File: src/rtl/fwd_pkg.sv
package fwd_pkg;

    localparam int CLS_W  = 3;
    localparam int SEL_W  = 2;
    localparam int NUM_OP = 2;

    typedef enum logic [CLS_W-1:0] {
        IC_RR     = 3'd0,
        IC_IMM    = 3'd1,
        IC_LOAD   = 3'd2,
        IC_STORE  = 3'd3,
        IC_BRANCH = 3'd4
    } iclass_e;

    typedef enum logic [SEL_W-1:0] {
        SEL_RF  = 2'b00,
        SEL_MWB = 2'b01,
        SEL_EXM = 2'b10
    } fsel_e;

    typedef struct packed {
        logic [NUM_OP-1:0] need;
        logic              to_cmp;
    } cls_use_t;

    typedef struct packed {
        fsel_e [NUM_OP-1:0] alu;
        fsel_e [NUM_OP-1:0] cmp;
    } route_t;

endpackage

File: src/rtl/fwd_class_decode.sv
module fwd_class_decode
    import fwd_pkg::*;
(
    input  logic [CLS_W-1:0] cls_i,
    output cls_use_t         use_o
);
    always_comb begin
        use_o = '0;
        case (cls_i)
            IC_RR:     use_o.need = 2'b11;
            IC_IMM,
            IC_LOAD,
            IC_STORE:  use_o.need = 2'b01;
            IC_BRANCH: begin
                use_o.need   = 2'b11;
                use_o.to_cmp = 1'b1;
            end
            default:   use_o = '0;
        endcase
    end
endmodule

File: src/rtl/fwd_hit.sv
module fwd_hit #(
    parameter int AW = 5
) (
    input  logic [AW-1:0] src_i,
    input  logic [AW-1:0] dst_i,
    input  logic          we_i,
    output logic          hit_o
);
    always_comb begin
        hit_o = we_i && (src_i != '0) && (src_i == dst_i);
    end
endmodule

File: src/rtl/fwd_pick.sv
module fwd_pick
    import fwd_pkg::*;
(
    input  logic  use_i,
    input  logic  hit_exm_i,
    input  logic  hit_mwb_i,
    output fsel_e sel_o
);
    always_comb begin
        sel_o = SEL_RF;
        if (use_i) begin
            if (hit_exm_i)      sel_o = SEL_EXM;
            else if (hit_mwb_i) sel_o = SEL_MWB;
        end
    end
endmodule

File: src/rtl/fwd_unit.sv
module fwd_unit
    import fwd_pkg::*;
#(
    parameter int AW = 5
) (
    input  logic [AW-1:0]    src_a_i,
    input  logic [AW-1:0]    src_b_i,
    input  logic [CLS_W-1:0] cls_i,
    input  logic [AW-1:0]    exm_dst_i,
    input  logic             exm_we_i,
    input  logic [AW-1:0]    mwb_dst_i,
    input  logic             mwb_we_i,
    output logic [SEL_W-1:0] alu_sel_a_o,
    output logic [SEL_W-1:0] alu_sel_b_o,
    output logic [SEL_W-1:0] cmp_sel_a_o,
    output logic [SEL_W-1:0] cmp_sel_b_o
);
    cls_use_t               cls_use;
    logic [AW-1:0]          src     [NUM_OP];
    logic [NUM_OP-1:0]      hit_exm;
    logic [NUM_OP-1:0]      hit_mwb;
    fsel_e [NUM_OP-1:0]     pick;
    route_t                 route_d;

    assign src[0] = src_a_i;
    assign src[1] = src_b_i;

    fwd_class_decode u_dec (
        .cls_i (cls_i),
        .use_o (cls_use)
    );

    for (genvar g = 0; g < NUM_OP; g++) begin : g_op
        fwd_hit #(.AW(AW)) u_hit_exm (
            .src_i (src[g]),
            .dst_i (exm_dst_i),
            .we_i  (exm_we_i),
            .hit_o (hit_exm[g])
        );
        fwd_hit #(.AW(AW)) u_hit_mwb (
            .src_i (src[g]),
            .dst_i (mwb_dst_i),
            .we_i  (mwb_we_i),
            .hit_o (hit_mwb[g])
        );
        fwd_pick u_pick (
            .use_i     (cls_use.need[g]),
            .hit_exm_i (hit_exm[g]),
            .hit_mwb_i (hit_mwb[g]),
            .sel_o     (pick[g])
        );
    end

    always_comb begin
        route_d = '{alu: {SEL_RF, SEL_RF}, cmp: {SEL_RF, SEL_RF}};
        for (int i = 0; i < NUM_OP; i++) begin
            if (cls_use.to_cmp) route_d.cmp[i] = pick[i];
            else                route_d.alu[i] = pick[i];
        end
    end

    assign alu_sel_a_o = route_d.alu[0];
    assign alu_sel_b_o = route_d.alu[1];
    assign cmp_sel_a_o = route_d.cmp[0];
    assign cmp_sel_b_o = route_d.cmp[1];

endmodule

File: config.mk
export PLATFORM = sky130hd
export DESIGN_NAME = fwd_unit
export DESIGN_NICKNAME = d
export VERILOG_FILES = /design/src/rtl/fwd_pkg.sv /design/src/rtl/fwd_class_decode.sv /design/src/rtl/fwd_hit.sv /design/src/rtl/fwd_pick.sv /design/src/rtl/fwd_unit.sv
export SDC_FILE = /design/constraint.sdc
export NUM_CORES = 1
export LEC_CHECK = 0
export BUFFER_PORTS_ARGS = -buffer_cell sky130_fd_sc_hd__buf_4
export CORE_AREA = 2 2 39 41
export DETAILED_ROUTE_END_ITERATION = 8
export DIE_AREA = 0 0 41 43
export PLACE_DENSITY_LB_ADDON = 0.08
export SYNTH_ARGS = -nofsm -noshare
export SYNTH_HDL_FRONTEND = slang
export SYNTH_SLANG_ARGS = --single-unit
File: constraint.sdc
create_clock -name vclk -period 3.3
set_input_delay 0.165 -clock vclk [all_inputs]
set_output_delay 0.165 -clock vclk [all_outputs]
set_load 0.05 [all_outputs]
# Word-level counts from Yosys, hierarchy flattened
# Index checks and enable logic that the tools add are counted.
[totals]
reg_bits = 0
inputBits = 25
out_inout_bits = 8
word_cells = 33
[op_classes]
eq_ne = 8
n_mux = 12
n_reduce_logical = 13
[op_table]
columns = ["op", "count"]
rows = [
  ["equality test 5 bit", 4],
  ["two-way mux 2 bit", 8],
  ["nonzero test 5 bit", 2],
  ["logical AND 1 bit", 8],
  ["equality test 3 x 2 -> 1 bit, second input constant", 2],
  ["one-hot mux 2 bit (2 select lines)", 1],
  ["equality test 3 x 1 -> 1 bit, second input constant", 1],
  ["equality test 3 bit, second input constant", 1],
  ["zero test 3 bit", 1],
  ["two-way mux 1 bit", 3],
  ["OR reduction 3 bit", 1],
  ["OR reduction 2 bit", 1],
]

# Logic depth before layout (Yosys ltp)
# Gate-level depths: netlist (run 1).
[logic_depth]
depth_word = 7
ltp_mapped = 4
depth_no_buf = 4

# Modules after synthesis
# Synthesis (run 1) repeated with hierarchy kept, for this count alone.
[hier_totals]
hier_cells = 55
hier_area_um2 = 409.1
[by_module_without_submodules]
columns = ["mod", "instances", "cells_each", "area_each_um2", "seq_area_each_um2"]
rows = [
  ["fwd_hit", 4, 10, 76.3, 0.0],
  ["fwd_unit", 1, 8, 50.0, 0.0],
  ["fwd_pick", 2, 2, 16.3, 0.0],
  ["fwd_class_decode", 1, 3, 21.3, 0.0],
]

# Worst setup path after synthesis (run 1)
# Ideal clock, no wire load.
[synth_timing]
kind = "input port to output port"
start = "input src_b_i[1]"
end = "output cmp_sel_b_o[0]"
t_arrival_ps = 2401
required_ps = 3135
path_slack_ps = 734
path_stages = 4
n_path_buf = 0
path_cell_list = "or4_4 nor2_4 nor3_2 nor4_1"
[synth_via]
elab_chain_len = 7
word_cells_on_any_way = 11
classes_between = "2 x eq/ne; 4 x mux; 5 x reduce/logical"
[synth_rtl]
columns = ["item", "line", "rtl"]
rows = [
  ["from (decl)", "fwd_unit.sv:7", "input logic [AW-1:0] src_b_i,"],
  ["nonzero test 5 bit", "fwd_hit.sv:10", "hit_o = we_i && (src_i != '0) && (src_i == dst_i);"],
  ["logical AND 1 bit (2 in a row)", "fwd_hit.sv:10", ""],
  ["two-way mux 1 bit", "fwd_pick.sv:13", "else if (hit_mwb_i) sel_o = SEL_MWB;"],
  ["two-way mux 2 bit (*)", "fwd_pick.sv:12", "if (hit_exm_i) sel_o = SEL_EXM;"],
  ["two-way mux 2 bit (*)", "fwd_pick.sv:11", "if (use_i) begin"],
  ["two-way mux 2 bit (*)", "fwd_unit.sv:57", "if (cls_use.to_cmp) route_d.cmp[i] = pick[i];"],
  ["to (decl)", "fwd_unit.sv:16", "output logic [SEL_W-1:0] cmp_sel_b_o"],
]
# Mark *: on every way between the ends. The rest lies on a longest branch, timed or not.

# Worst setup path after layout (run 1)
[layout_timing]
start = "input src_b_i[1]"
end = "output alu_sel_b_o[0]"
[layout_via]
elab_chain_len = 7
word_cells_on_any_way = 11
classes_between = "2 x eq/ne; 4 x mux; 5 x reduce/logical"
[layout_rtl]
columns = ["item", "line", "rtl"]
rows = [
  ["nonzero test 5 bit", "fwd_hit.sv:10", ""],
  ["logical AND 1 bit (2 in a row)", "fwd_hit.sv:10", ""],
  ["two-way mux 1 bit", "fwd_pick.sv:13", ""],
  ["two-way mux 2 bit (*)", "fwd_pick.sv:12", ""],
  ["two-way mux 2 bit (*)", "fwd_pick.sv:11", ""],
  ["two-way mux 2 bit (*)", "fwd_unit.sv:57", ""],
  ["to (decl)", "fwd_unit.sv:14", "output logic [SEL_W-1:0] alu_sel_b_o,"],
]
# Marked as above.

==> flow_metrics.env, run 1 <==
export IMPL_status="complete, no violations"
export IMPL_crit_path_frequent_cell="buf_4"
export IMPL_finalNonFillerCells=95
export IMPL_nets=106
export IMPL_worst_setup_path_end_kind="primary output"
export IMPL_wl_met3_um=131
export IMPL_tightest_slew_ns=0.289
export IMPL_cap_violations=0
export IMPL_dp_cells=95
export IMPL_synth_common_cells="20 x xnor2_1, 4 x nand4_1, 4 x nor2_1"
export IMPL_multi_input_area_sq_um=369
export IMPL_rows=14
export IMPL_synth_area_top_cells="xnor2_1 47%, a2111oi_4 7.5%, nand4_1 6.8%, or4_4 6.1%, nor4_1 5.1%"
export IMPL_synth_top_cell_area_share_pct=47.5
export IMPL_routabilityCongestion=0.699
export IMPL_period_share_pct=52.9
export IMPL_route_met2_wl_um=471
export IMPL_fmax_ghz=0.573
export IMPL_drive_gt1_share_pct=50.6
export IMPL_grtUsageTotal_pct=13.0
export IMPL_synth_nets=71
export IMPL_min_period_ns=1.74
export IMPL_drc=0
export IMPL_post_cts_buffers=0
export IMPL_holdCritPathClass="input pin to primary output"
export IMPL_io_buffers=33
export IMPL_area_growth_synth_to_final_pct=72.5
export IMPL_die_x_um=41
export IMPL_ios=33
export IMPL_flops_and_latches=0
export IMPL_n_clock_buffer=0
export IMPL_wl_met1_um=434
export IMPL_synthSimpleGateAreaFrac_pct=43.1
export IMPL_leakage_nw=0.235
export IMPL_synth_compound_area_share_pct=9.49
export IMPL_detail_route_wl_per_cell_um=10.9
export IMPL_cts_hold_buf=0
export IMPL_coreArea_sq_mm=0.00138
export IMPL_finalWirelength_um=1040
export IMPL_antenna_found_initial=0
export IMPL_powerDensity_mw_per_mm2=111
export IMPL_critPathKind="input pin to primary output"
export IMPL_fin_setup_tns_ns=0
export IMPL_hpwlAfterDp_um=978
export IMPL_regArea_sq_um=0
export IMPL_highest_layer="met3"
export IMPL_dr_pass1_iters=1
export IMPL_critPathMaxFanout=3
export IMPL_grt_ovfl_total=0
export IMPL_antenna_left=0
export IMPL_crit_buf_inv=2
export IMPL_ys_warnings_count=0
export IMPL_crit_chain="buf_4 > or4_4 > nor2_4 > nor3_2 > a2111oi_4 > buf_4"
export IMPL_setup_viol=0
export IMPL_slowest_stage="or4_4"
export IMPL_ir_drop_mv=0.0530
export IMPL_drv_slew=0
export IMPL_dieArea_sq_mm=0.00176
export IMPL_holdPathEnd="alu_sel_b_o[1]"
export IMPL_grt_pass1_vias=428
export IMPL_synthXorXnorAreaFrac_pct=47.5
export IMPL_max_slew_margin_pct=80.6
export IMPL_critical_path_top_delay_family="simple AND/OR/NAND/NOR gates"
export IMPL_min_path_cells=3
export IMPL_worstSetupStartpointType="input pin"
export IMPL_holdCritStartpoint="cls_i[1]"
export IMPL_place_area_sq_um=637
export IMPL_critical_path_arrival_ns=1.58
export IMPL_syn_avg_cell_area_sq_um=8.02
export IMPL_netlist_instances=46
export IMPL_fin_hold_ws_ns=0.632
export IMPL_die_y_um=43
export IMPL_synthMuxAreaShare_pct=0
export IMPL_vias=452
export IMPL_synthAdderAreaFrac_pct=0
export IMPL_synth_cell_types=15
export IMPL_synth_top_area_cell="xnor2_1"
export IMPL_grt_max_degree=6
export IMPL_rsz0062_at_grt="false"
export IMPL_drtIter0Drc=0
export IMPL_design_area_sq_um=637
export IMPL_synth_most_common_cell="xnor2_1"
export IMPL_crit_required_ns=3.13
export IMPL_synth_top_family_by_area="XOR/XNOR gates"
export IMPL_antenna_cells=0
export IMPL_initial_core_util_pct=26.7
export IMPL_ctsResizeCount=0
export IMPL_vias_per_cell=4.76
export IMPL_synth_area_sq_um=369
export IMPL_grt_pass1_wl_um=1710
export IMPL_worst_slack_ns=1.56
export IMPL_yosysSeqAreaShare_pct=0
export IMPL_pre_cts_ws_ns=1.54
export IMPL_critical_path_max_stage_delay_ns=0.54
export IMPL_final_hold_viol_count=0
export IMPL_fillers=145
[cells by family after synthesis]
logic type,after synthesis
AO/OA/AOI/OAI,2
AND/OR/NAND/NOR,24
XOR/XNOR,20
[routing by layer]
layer / vias to the layer above / track usage (%)
met2: 27 / 22.5
met1: 189 / 18.4
met4: 0 / 0
met3: 0 / 0
met5: - / 0
li1: 236 / -
[per-stage QoR]
step	power, W	utilization (%)
6_report	0.0000708	46.0
5_1_grt	0.0000780	46.0
4_1_cts	0.0000715	46.0
3_5_place_dp	0.0000714	46.0
3_3_place_gp	0.0000714	46.0
2_1_floorplan	0.0000327	-
[placed cells by master, fill, tap and decap left out]
cell type / synthesis / layout
nor2_2: 1 / 1
nor3_1: 1 / 1
nor3_2: 1 / 1
nand4b_1: 1 / 1
or3_1: 2 / 2
buf_4: 0 / 33
nor2_4: 1 / 1
xnor2_1: 20 / 20
a2111oi_4: 1 / 1
nor4_2: 1 / 1
o211ai_1: 1 / 1
nand4_1: 4 / 4
nor4_1: 3 / 3
nand2_1: 3 / 3
or4_4: 2 / 2
nor2_1: 4 / 4
[how the worst max path moves through the flow]
| stage | start | to | slack, ns | depth (start not counted) |
|---|---|---|---|---|
| after floorplan | src_b_i[1] | cmp_sel_b_o[0] | 0.73 | 4 |
| after global placement | src_b_i[1] | alu_sel_b_o[0] | 1.58 | 6 |
| after detailed placement | src_b_i[1] | alu_sel_b_o[0] | 1.54 | 6 |
| after CTS | src_b_i[1] | alu_sel_b_o[0] | 1.54 | 6 |
| after global routing | src_a_i[1] | alu_sel_a_o[0] | 1.46 | 6 |
| final | src_b_i[1] | alu_sel_b_o[0] | 1.56 | 6 |
[where the power goes]
| part | leakage (nW) | switching [W] | internal [W] |
|---|---|---|---|
| registers | 0 | 0 | 0 |
| logic | 0.235 | 0.0000310 | 0.0000398 |
| clock network | 0 | 0 | 0 |
[cell type report]
| type | count | share of cell area, % |
|---|---|---|
| Multi-Input combinational cell | 46 | 58.0 |
| Timing Repair Buffer | 33 | 38.9 |
| Tap cell | 16 | 3.14 |
Power figures use the tool's default switching activity.
==> inputs of run 2 (changes only) <==
Settings changed: ABC_AREA set to 1.
Clock period 3.3 ns to 1.4 ns, I/O delays scaled along.
==> flow_metrics.env, run 2 <==
export IMPL_status="complete, no violations"
export IMPL_ir_drop_mv=0.100
export IMPL_final_hold_viol_count=0
export IMPL_synth_most_common_cell="nand2_1"
export IMPL_area_growth_synth_to_final_pct=53.6
export IMPL_synth_area_sq_um=499
export IMPL_period_share_pct=77.4
export IMPL_synthXorXnorAreaFrac_pct=0
export IMPL_ios=33
export IMPL_initial_core_util_pct=36.1
export IMPL_ctsResizeCount=0
export IMPL_antenna_left=0
export IMPL_ys_warnings_count=0
export IMPL_synth_nets=154
export IMPL_flops_and_latches=0
export IMPL_synthAdderAreaFrac_pct=0
export IMPL_max_slew_margin_pct=90.4
export IMPL_dr_pass1_iters=4
export IMPL_nets=189
export IMPL_mostFrequentLayoutCell="nand2_1"
export IMPL_die_y_um=43
export IMPL_drive_gt1_share_pct=26.5
export IMPL_synth_top_family_by_area="simple AND/OR/NAND/NOR gates"
export IMPL_synth_compound_area_share_pct=2.01
export IMPL_routabilityCongestion=0.854
export IMPL_grt_pass1_wl_um=2280
export IMPL_rsz0062_at_grt="false"
export IMPL_worstSetupStartpointType="input pin"
export IMPL_synth_top_cell_area_share_pct=54.1
export IMPL_grt_max_degree=6
export IMPL_cap_violations=0
export IMPL_synthSimpleGateAreaFrac_pct=79.2
export IMPL_io_buffers=33
export IMPL_hpwlAfterDp_um=1270
export IMPL_critPathKind="input pin to primary output"
export IMPL_die_x_um=41
export IMPL_antenna_cells=0
export IMPL_setup_viol=0
export IMPL_rows=14
export IMPL_drtIter0Drc=11
export IMPL_grt_ovfl_total=0
export IMPL_detail_route_wl_per_cell_um=7.80
export IMPL_fin_setup_tns_ns=0
export IMPL_yosysSeqAreaShare_pct=0
export IMPL_regArea_sq_um=0
export IMPL_tightest_slew_ns=0.144
export IMPL_synth_area_top_cells="nand2_1 54%, nor2_1 18%, inv_1 13%, inv_2 6.0%, nand4_1 2.5%"
export IMPL_syn_avg_cell_area_sq_um=3.87
export IMPL_n_clock_buffer=0
export IMPL_post_cts_buffers=0
export IMPL_synth_common_cells="72 x nand2_1, 24 x nor2_1, 17 x inv_1"
export IMPL_leakage_nw=0.521
export IMPL_worst_slack_ns=0.317
export IMPL_coreArea_sq_mm=0.00138
export IMPL_layout_common_cells="72 x nand2_1, 33 x buf_4, 24 x nor2_1"
export IMPL_drv_slew=0
export IMPL_grt_pass1_vias=647
export IMPL_drc=0
export IMPL_synth_top_area_cell="nand2_1"
export IMPL_grtUsageTotal_pct=17.2
export IMPL_pre_cts_ws_ns=0.307
export IMPL_min_period_ns=1.08
export IMPL_finalWirelength_um=1390
export IMPL_synth_cell_types=8
export IMPL_vias=774
export IMPL_holdCritPathClass="input pin to primary output"
export IMPL_critPathMaxFanout=4
export IMPL_synthMuxAreaShare_pct=0
export IMPL_netlist_instances=129
export IMPL_powerDensity_mw_per_mm2=238
export IMPL_critical_path_arrival_ns=1.01
export IMPL_fmax_ghz=0.923
export IMPL_antenna_found_initial=0
export IMPL_cts_hold_buf=0
export IMPL_crit_required_ns=1.33
export IMPL_worst_setup_path_end_kind="primary output"
export IMPL_vias_per_cell=4.35
export IMPL_dieArea_sq_mm=0.00176
run 2: power breakdown:
| part | switching, W | total (W) | internal [W] |
|---|---|---|---|
| Sequential | 0 | 0 | 0 |
| Combinational | 0.0000971 | 0.000182 | 0.0000853 |
| Clock | 0 | 0 | 0 |
| Total | 0.0000971 | 0.000182 | 0.0000853 |
run 2: logic make-up (layout without fill, tap and decap cells):
group,after synthesis,after routing
AOI/OAI and AO/OA,2,2
buffers and inverters,25,58
and+or+nand+nor,102,102
run 2: final timing paths:
| kind | cells past startpoint | from | slack, ns | to |
|---|---|---|---|---|
| setup / recovery | 9 | src_a_i[0] | 0.32 | cmp_sel_a_o[0] |
| hold / removal | 3 | cls_i[2] | 0.45 | alu_sel_a_o[0] |
run 2: layout make-up:
class / count / area [sq um]
tap: 16 / 20.0
fill: 164 / 617
inverter: 25 / 93.8
timing repair buffer: 33 / 248
multi-input combinational: 104 / 405
run 2: through the flow:
| step | hold slack, ns | cells | cell area [sq um] | power [W] | util (%) |
|---|---|---|---|---|---|
| 2_1_floorplan | 0.316 | 129 | 499 | 0.0000932 | - |
| 3_3_place_gp | 0.456 | 178 | 767 | 0.000181 | 55.4 |
| 3_5_place_dp | 0.457 | 178 | 767 | 0.000184 | 55.4 |
| 4_1_cts | 0.456 | 178 | 767 | 0.000184 | 55.4 |
| 5_1_grt | 0.474 | 178 | 767 | 0.000208 | 55.4 |
| 6_report | 0.455 | 178 | 767 | 0.000182 | 55.4 |
run 2: critical path: stages:
cell     delay (ns)
buf_4          0.13
nor2_1         0.14
nand2_1        0.06
nor2_1         0.09
nor2_1         0.05
nand2_1        0.10
nand2_1        0.08
nor2_1         0.09
buf_4          0.20
run 2: layer usage:
metal | up-vias | part of all wire [%] | track usage (%)
met2 | 15 | 51 | 31.9
met1 | 322 | 45 | 22.2
met5 | - | 0 | 0
li1 | 437 | - | -
met4 | 0 | 0 | 0
met3 | 0 | 4.0 | 0
==> inputs of run 3 (changes only) <==
Clock period 1.4 ns to 0.96 ns, I/O delays scaled along.
==> flow_metrics.env, run 3 (synthesis gave the netlist of run 2 again) <==
export IMPL_coreArea_sq_mm=0.00138
export IMPL_rows=14
export IMPL_critical_path_arrival_ns=0.94
export IMPL_regArea_sq_um=0
export IMPL_rsz0062_at_grt="true"
export IMPL_grt_pass1_wl_um=2220
export IMPL_grt_max_degree=6
export IMPL_holdCritPathClass="input pin to primary output"
export IMPL_finalWirelength_um=1630
export IMPL_critPathKind="input pin to primary output"
export IMPL_slowest_stage="buf_6"
export IMPL_n_clock_buffer=0
export IMPL_final_hold_viol_count=0
export IMPL_grtUsageTotal_pct=17.0
export IMPL_ir_drop_mv=0.223
export IMPL_nets=193
export IMPL_mostFrequentLayoutCell="nand2_1"
export IMPL_layout_common_cells="59 x nand2_1, 18 x buf_6, 12 x nand2_2, 12 x buf_4, 11 x nor2_1"
export IMPL_dieArea_sq_mm=0.00176
export IMPL_die_y_um=43
export IMPL_drive_gt1_share_pct=50.0
export IMPL_crit_chain="buf_8 > inv_6 > nand2_1 > nand2_1 > nand2_1 > nor2_2 > nand2_2 > buf_6 > nor2_4 > buf_6"
export IMPL_setup_viol=4
export IMPL_flops_and_latches=0
export IMPL_fmax_ghz=1.01
export IMPL_hpwlAfterDp_um=1250
export IMPL_max_slew_margin_pct=80.2
export IMPL_min_period_ns=0.992
export IMPL_powerDensity_mw_per_mm2=357
export IMPL_routabilityCongestion=0.863
export IMPL_vias=827
export IMPL_cap_violations=0
export IMPL_leakage_nw=0.584
export IMPL_period_share_pct=103
export IMPL_worst_slack_ns=-0.0317
export IMPL_antenna_left=0
export IMPL_tightest_slew_ns=0.296
export IMPL_ios=33
export IMPL_initial_core_util_pct=36.1
export IMPL_crit_required_ns=0.91
export IMPL_dr_pass1_iters=4
export IMPL_drtIter0Drc=14
export IMPL_worstSetupStartpointType="input pin"
export IMPL_grt_ovfl_total=0
export IMPL_fillers=120
export IMPL_area_growth_synth_to_final_pct=112
export IMPL_critical_path_top_delay_family="buffers and inverters"
export IMPL_grt_pass1_vias=613
export IMPL_critical_path_max_stage_delay_ns=0.16
export IMPL_critPathMaxFanout=4
export IMPL_worst_setup_path_end_kind="primary output"
export IMPL_cts_hold_buf=0
export IMPL_antenna_found_initial=0
export IMPL_crit_path_frequent_cell="nand2_1"
export IMPL_violations="negative setup slack"
export IMPL_detail_route_wl_per_cell_um=8.93
export IMPL_fin_setup_tns_ns=-0.101
export IMPL_antenna_cells=0
export IMPL_die_x_um=41
export IMPL_status="complete, but fails checks"
export IMPL_io_buffers=33
export IMPL_utilization_pct=76.5
export IMPL_drv_slew=0
export IMPL_drc=0
export IMPL_vias_per_cell=4.54
export IMPL_crit_buf_inv=4
==> run 3: cell types whose count changed in the layout (fill, tap and decap cells not counted), sizes merged <==
cell | previous run | this run
buf | 33 | 37
==> run 3: worst min-delay path: stages <==
cell and delay (ns):
buf_4 0.10, nor2_2 0.04, buf_6 0.14
==> run 3: path summary, 6_finish.rpt <==
| check | endpoint | startpoint | cells after the start |
|---|---|---|---|
| worst min-delay path | alu_sel_a_o[0] | cls_i[2] | 3 |
| worst max-delay path | alu_sel_b_o[1] | src_b_i[2] | 10 |
==> run 3: metal layers <==
layer,track usage [%],up-vias,share of wire (%),wire [um]
li1,-,449,-,-
met1,20.3,363,41,659
met2,33.1,15,56,916
met3,0,0,3.1,50
met4,0,0,0,0
met5,0,-,0,0
==> run 3: layout make-up <==
| cell class | instances | area, sq um | share of cell area, % |
|---|---|---|---|
| inverter | 25 | 126 | 11.9 |
| timing repair buffer | 37 | 398 | 37.6 |
| multi-input combinational | 104 | 514 | 48.6 |
| tap | 16 | 20.0 | 1.89 |
==> run 3: power breakdown <==
| group | leakage, nW | switching (W) | total [W] | internal, W |
|---|---|---|---|---|
| clock | 0 | 0 | 0 | 0 |
| combinational | 0.584 | 0.000191 | 0.000378 | 0.000186 |
| sequential | 0 | 0 | 0 | 0 |
==> run 3: timing repair <==
action                                  in CTS  in global routing
gates resized for setup                     34                 49
setup buffers                                1                  1
gates cloned                                 0                  0
pin swaps                                    6                 33
endpoints found under the setup margin       6                  8
==> run 3: stage by stage <==
step / total power, W / hold slack, ns / std cells / setup slack (ns) / cell area [sq um]
global placement: 0.000270 / 0.411 / 180 / -0.116 / 797
finish: 0.000378 / 0.380 / 182 / -0.0317 / 1060
CTS: 0.000313 / 0.381 / 181 / -0.0632 / 912
floorplan: 0.000138 / 0.272 / 129 / -0.215 / 514
global route: 0.000411 / 0.389 / 182 / -0.0881 / 1060
detailed placement: 0.000273 / 0.412 / 180 / -0.113 / 797
